**config.mk**
```make
export PLATFORM = sky130hd
export DESIGN_NAME = gpio_wake_bank
export DESIGN_NICKNAME = d
export VERILOG_FILES = /design/src/rtl/gpio_wake_bank.sv
export SDC_FILE = /design/constraint.sdc
export NUM_CORES = 1
export LEC_CHECK = 0
export BUFFER_PORTS_ARGS = -buffer_cell sky130_fd_sc_hd__buf_2
export CAP_MARGIN = 10
export CELL_PAD_IN_SITES_DETAIL_PLACEMENT = 1
export CELL_PAD_IN_SITES_GLOBAL_PLACEMENT = 1
export CORE_UTILIZATION = 44
export CTS_BUF_LIST = sky130_fd_sc_hd__clkbuf_4
export CTS_CLUSTER_DIAMETER = 120
export CTS_CLUSTER_SIZE = 10
export DETAILED_ROUTE_END_ITERATION = 12
export GPL_TIMING_DRIVEN = 1
export PLACE_DENSITY_LB_ADDON = 0.1
export SETUP_SLACK_MARGIN = 0.5
export SLEW_MARGIN = 20
export SYNTH_ARGS = -nofsm -noshare
export SYNTH_HDL_FRONTEND = slang
export SYNTH_SLANG_ARGS = --single-unit
export TNS_END_PERCENT = 10
```
**constraint.sdc**
```tcl
create_clock -name clk -period 4.6 [get_ports clk]
set_input_delay 0.46 -clock clk [delete_from_list [all_inputs] [get_ports clk]]
set_output_delay 0.46 -clock clk [all_outputs]
set_load 0.05 [all_outputs]
```
**src/rtl/gpio_wake_bank.sv**
```systemverilog
module gpio_wake_bank #(
  parameter int PP_BITS  = 24,
  parameter int OD_BITS  = 3,
  parameter int GRP_W    = 4,
  parameter int PULL_GRP = 4,
  parameter int AW       = 3,
  localparam int N       = PP_BITS + OD_BITS
) (
  input  logic         clk,
  input  logic         rst_n,
  input  logic         reg_we,
  input  logic [AW-1:0] reg_addr,
  input  logic [N-1:0] reg_wdata,
  output logic [N-1:0] reg_rdata,
  input  logic [N-1:0] pad_in,
  input  logic [N-1:0] alt_en,
  input  logic [N-1:0] alt_out,
  output logic [N-1:0] pad_out,
  output logic [N-1:0] pad_oe,
  output logic [N-1:0] pull_up,
  output logic [N-1:0] pull_dn,
  input  logic         standby,
  output logic         wake
);
  localparam int NGRP    = (N + GRP_W - 1) / GRP_W;
  localparam int PULL_LO = PULL_GRP * GRP_W;

  logic [N-1:0]     dout, dir;
  logic [GRP_W-1:0] pull_en, pull_sel;
  logic [NGRP-1:0]  wake_en;
  logic [N-1:0]     sync_a, sync_q, ref_q;
  logic [N-1:0]     grp_mask, sense;
  logic             armed, wake_q;

  always_ff @(posedge clk or negedge rst_n) begin
    if (!rst_n) begin
      dout     <= '0;
      dir      <= '0;
      pull_en  <= '0;
      pull_sel <= '0;
      wake_en  <= '0;
    end else if (reg_we) begin
      case (reg_addr)
        3'd0: dout     <= reg_wdata;
        3'd1: dir      <= reg_wdata;
        3'd2: pull_en  <= reg_wdata[GRP_W-1:0];
        3'd3: pull_sel <= reg_wdata[GRP_W-1:0];
        3'd4: wake_en  <= reg_wdata[NGRP-1:0];
        default: ;
      endcase
    end
  end

  always_comb begin
    reg_rdata = '0;
    case (reg_addr)
      3'd0: reg_rdata = dout;
      3'd1: reg_rdata = dir;
      3'd2: reg_rdata[GRP_W-1:0] = pull_en;
      3'd3: reg_rdata[GRP_W-1:0] = pull_sel;
      3'd4: reg_rdata[NGRP-1:0] = wake_en;
      3'd5: reg_rdata = sync_q;
      default: ;
    endcase
  end

  for (genvar i = 0; i < N; i++) begin : g_pin
    logic drive, val;
    assign drive       = alt_en[i] | dir[i];
    assign val         = alt_en[i] ? alt_out[i] : dout[i];
    assign grp_mask[i] = wake_en[i / GRP_W];
    assign sense[i]    = grp_mask[i] & ~drive;

    if (i < PP_BITS) begin : g_pp
      assign pad_oe[i]  = drive;
      assign pad_out[i] = val;
    end else begin : g_od
      assign pad_oe[i]  = drive & ~val;
      assign pad_out[i] = 1'b0;
    end

    if (i >= PULL_LO && i < PULL_LO + GRP_W) begin : g_pull
      assign pull_up[i] = ~drive & pull_en[i-PULL_LO] &  pull_sel[i-PULL_LO];
      assign pull_dn[i] = ~drive & pull_en[i-PULL_LO] & ~pull_sel[i-PULL_LO];
    end else begin : g_nopull
      assign pull_up[i] = 1'b0;
      assign pull_dn[i] = 1'b0;
    end
  end

  logic enter, fire;
  assign enter = standby & ~armed;
  assign fire  = standby & armed & (|((ref_q ^ sync_q) & sense));

  always_ff @(posedge clk or negedge rst_n) begin
    if (!rst_n) begin
      sync_a <= '0;
      sync_q <= '0;
      ref_q  <= '0;
      armed  <= 1'b0;
      wake_q <= 1'b0;
    end else begin
      sync_a <= pad_in;
      sync_q <= sync_a;
      armed  <= standby;
      wake_q <= fire;
      if (enter | fire) ref_q <= sync_q;
    end
  end

  assign wake = wake_q;
endmodule

```
==> reports/qor.csv <==
stage;metric;value;unit
placed_design;dpl cells;960;
grt;pin count of the biggest net entering global routing;74;
placed_design;routability cong.;0.795;
placed_design;PortBufs;201;
layout;share of cells above drive strength 1;0.501;
layout;NumNets Final;904;
drt;drt drc;0;
timing;RSZ-0062 raised after global routing;no;
power_and_ir_drop;Pleak;4.19;nW
setup_path;CP top delay family;simple AND/OR/NAND/NOR gates;
timing;crit share post-route;0.659;
clock_network;clock buffer depth;2;
layout;Fill cells;1865;
timing;Achievable Freq;330;MHz
drt;Avg WL per Cell;19.3;microns
setup_path;CP peak stage delay;0.97;ns
setup_path;Bufs and invs on worst path;2;
drt;DR iter-0 viols;214;
floorplanning;row count;47;
yosys;flop and latch count out of synthesis;152;
power_and_ir_drop;Comb pwr share;0.337;
run;max-cap viol count;0;
drt;Routed WL;19700;microns
power_and_ir_drop;VDD IR max;183;uV
yosys;Primary FF master, synth;dfrtp_1;
drt;met3 WL;865;microns
yosys;Cell variety after synth;34;
drt;wl on met1;8590;microns
yosys;Post-synth EDFFs;0;
floorplanning;Die ar.;17800;sq um
clock_network;CTS Sinks;152;
grt;gr usage total;0.234;
floorplanning;Initial Util;0.455;
yosys;FFs w/ async S/R, synth;1.00;
layout;Synth-to-Final Area Change;16.5;%
setup_path;critical path startpoint;reg_addr[0];
drt;vias;5102;
timing;Hold Fails Final Rpt;0;
setup_path;CP max FO;37;
yosys;Yosys warnings;0;
clock_network;CTS resizes;0;
layout;fin cells;1023;
setup_path;crit end category;output pin;
placed_design;Detailed Place HPWL;13900;microns
timing;Final min period;3.03;ns
timing;hold slack final;0.146;ns
power_and_ir_drop;sw frac;0.381;
floorplanning;CORE AREA;16700;sq um
setup_path;crit path DAT;2.57;ns
floorplanning;die height;133;microns
setup_path;Setup Crit Path Kind;primary input to output pin;
timing;Max-slew headroom;0.295;
min_path;worst hold start;reg_wdata[9];
floorplanning;I/O pin count;251;
grt;first-pass GRT wire length;31100;microns
layout;register area;3800;sq um
layout;multi-input logic area;3100;sq um
drt;routed wl met2;9870;microns
outcome;outcome;completed;
clock_network;clock root cell;clkbuf_4;
clock_network;CTS tree;built;
timing;Least-Margin Pin Slew;1.06;ns
clock_network;clock latency on the worst-skew pair;0.56;ns
yosys;sequential element share of the synthesized area;0.501;
min_path;worst hold path class;primary input to flop;
setup_path;most used cell, CP;buf_2;
setup_path;worst reg2reg startpoint;dir[0]$_DFFE_PN0P_;
timing;Setup violations, final;0;
grt;vias in the first global route;5555;
power_and_ir_drop;power share of the sequential group;0.457;
yosys;Avg Cell Area, Syn;12.5;sq um
clock_network;Num CTS Buffers;17;
drt;DRT Pass-1 Iters;4;
setup_path;crit path cell chain;buf_2 -> nor2_2 -> a22oi_1 -> nor2_1 -> buf_2;
drt;Max Used Layer;met4;
floorplanning;Die Span X;133;microns
setup_path;CP max stage cell;nor2_2;
clock_network;H-tree Lvls;4;
grt;GR Overflow Total;0;
setup_path;CP startpoint kind;primary input;
grt;initial antenna violation count;2;
timing;Layout Skew;0.0215;ns
power_and_ir_drop;clock share of power;0.206;
yosys;synthesized area;7600;sq um
timing;Sum Neg Setup Slack;0;ns
clock_network;clock slew at reported path FFs;0.12;ns
power_and_ir_drop;internal power;2.36;mW
power_and_ir_drop;NetSw;1.46;mW
power_and_ir_drop;PD cells;432;nW/um^2
drt;DRT antenna net count;0;
drt;average vias per placed instance;4.99;
yosys;Post-Syn Instances;607;
timing;fin. max-slew vios;0;
setup_path;r2r setup slk;1.75;ns
setup_path;Critical Path RT;4.14;ns
-- power groups by stage --
stage                     Clock [mW]  Sequential (mW)  Combinational, mW
after floorplan                    0             1.71               1.11
after detailed placement           0             1.77               1.27
after global routing           0.874             1.78               1.37
after global placement             0             1.76               1.25
after CTS                      0.820             1.75               1.30
final                          0.788             1.75               1.29
-- sequential cells by signal (all words and copies together) (netlist names) --
register	flops
dir	27
dout	27
ref_q	27
sync_a	27
sync_q	27
wake_en	7
pull_en	4
pull_sel	4
armed	1
wake	1
-- cells by family after synthesis --
kind of cell | share of synthesized area
DFF | 0.501
and+or+nand+nor | 0.0672
buffers and inverters | 0.116
xor gates and xnor gates | 0.0311
muxes | 0.245
other | 0.000494
AOI/OAI and AO/OA | 0.0395
-- Yosys cell counts, types with 2 or more instances --
master | n | area [sq um]
inv_1 | 14 | 52.6
nand4_1 | 3 | 18.8
mux2i_1 | 5 | 50.1
nand2b_1 | 4 | 25.0
mux2_4 | 20 | 300
xor2_1 | 13 | 114
xnor2_1 | 14 | 123
and3_1 | 5 | 31.3
nor3b_1 | 2 | 15.0
mux2_2 | 124 | 1400
dfrtp_1 | 152 | 3800
nor2b_1 | 5 | 31.3
a22oi_1 | 26 | 195
nor2_1 | 46 | 173
buf_2 | 5 | 25.0
nand2_1 | 7 | 26.3
buf_4 | 97 | 728
mux4_2 | 5 | 113
clkbuf_1 | 15 | 56.3
buf_6 | 2 | 22.5
nand3_1 | 13 | 65.1
or2_2 | 12 | 75.1
o22ai_1 | 7 | 43.8
-- routing by layer --
layer,vias to the layer above,track usage
li1,2313,-
met1,2591,0.306
met2,171,0.388
met3,27,0.0426
met4,0,0.0890
met5,-,0
-- worst paths after layout --
kind	to	cells after the start
min in group asynchronous	wake_en[1]$_DFFE_PN0P_	2
max in group asynchronous	ref_q[24]$_DFFE_PN0P_	3
worst min register to register	sync_q[5]$_DFF_PN0_	0
worst max register to register	ref_q[11]$_DFFE_PN0P_	7
worst min-delay path	dout[9]$_DFFE_PN0P_	2
worst max-delay path	reg_rdata[22]	5
-- what timing repair did --
| item | 4_1_cts | 5_1_grt |
|---|---|---|
| hold buffers | 29 | 0 |
| endpoints found under the hold margin | 99 | 0 |
| buffers inserted | 0 | 0 |
-- per-stage QoR --
step	power, mW	area (sq um)	utilization	setup slack [ns]
3_3_place_gp	3.00	8270	0.495	1.55
2_1_floorplan	2.81	7780	-	2.06
6_report	3.82	8850	0.530	1.57
4_1_cts	3.87	8820	0.528	1.51
5_1_grt	4.02	8850	0.530	1.42
3_5_place_dp	3.05	8270	0.495	1.52
-- cell usage in the layout (no fill, tap or decap), types with 2 or more instances in the layout --
| cell | instances |
|---|---|
| mux2_4 | 20 |
| and3_1 | 5 |
| xnor2_1 | 14 |
| nor2_1 | 44 |
| nand3_1 | 13 |
| diode_2 | 2 |
| clkinv_2 | 3 |
| a22oi_1 | 26 |
| buf_4 | 3 |
| buf_2 | 200 |
| or2_2 | 12 |
| clkinvlp_4 | 7 |
| nor3b_1 | 2 |
| mux2_2 | 124 |
| nand2_1 | 7 |
| inv_1 | 14 |
| nand4_1 | 3 |
| o22ai_1 | 7 |
| clkinv_1 | 2 |
| clkbuf_4 | 17 |
| nor2b_1 | 5 |
| mux2i_1 | 5 |
| xor2_1 | 13 |
| conb_1 | 49 |
| bufinv_16 | 2 |
| dlygate4sd3_1 | 29 |
| mux4_2 | 5 |
| dfrtp_1 | 152 |
| nand2b_1 | 4 |
-- cell type report --
class | instances | area share
antenna | 2 | 0.000565
clock buffer | 17 | 0.0144
clock inverter | 14 | 0.0153
inverter | 14 | 0.00594
multi-input combinational | 370 | 0.350
sequential | 152 | 0.430
tap | 220 | 0.0311
timing repair buffer | 234 | 0.153
No activity file was read; power rests on OpenSTA's default activity.
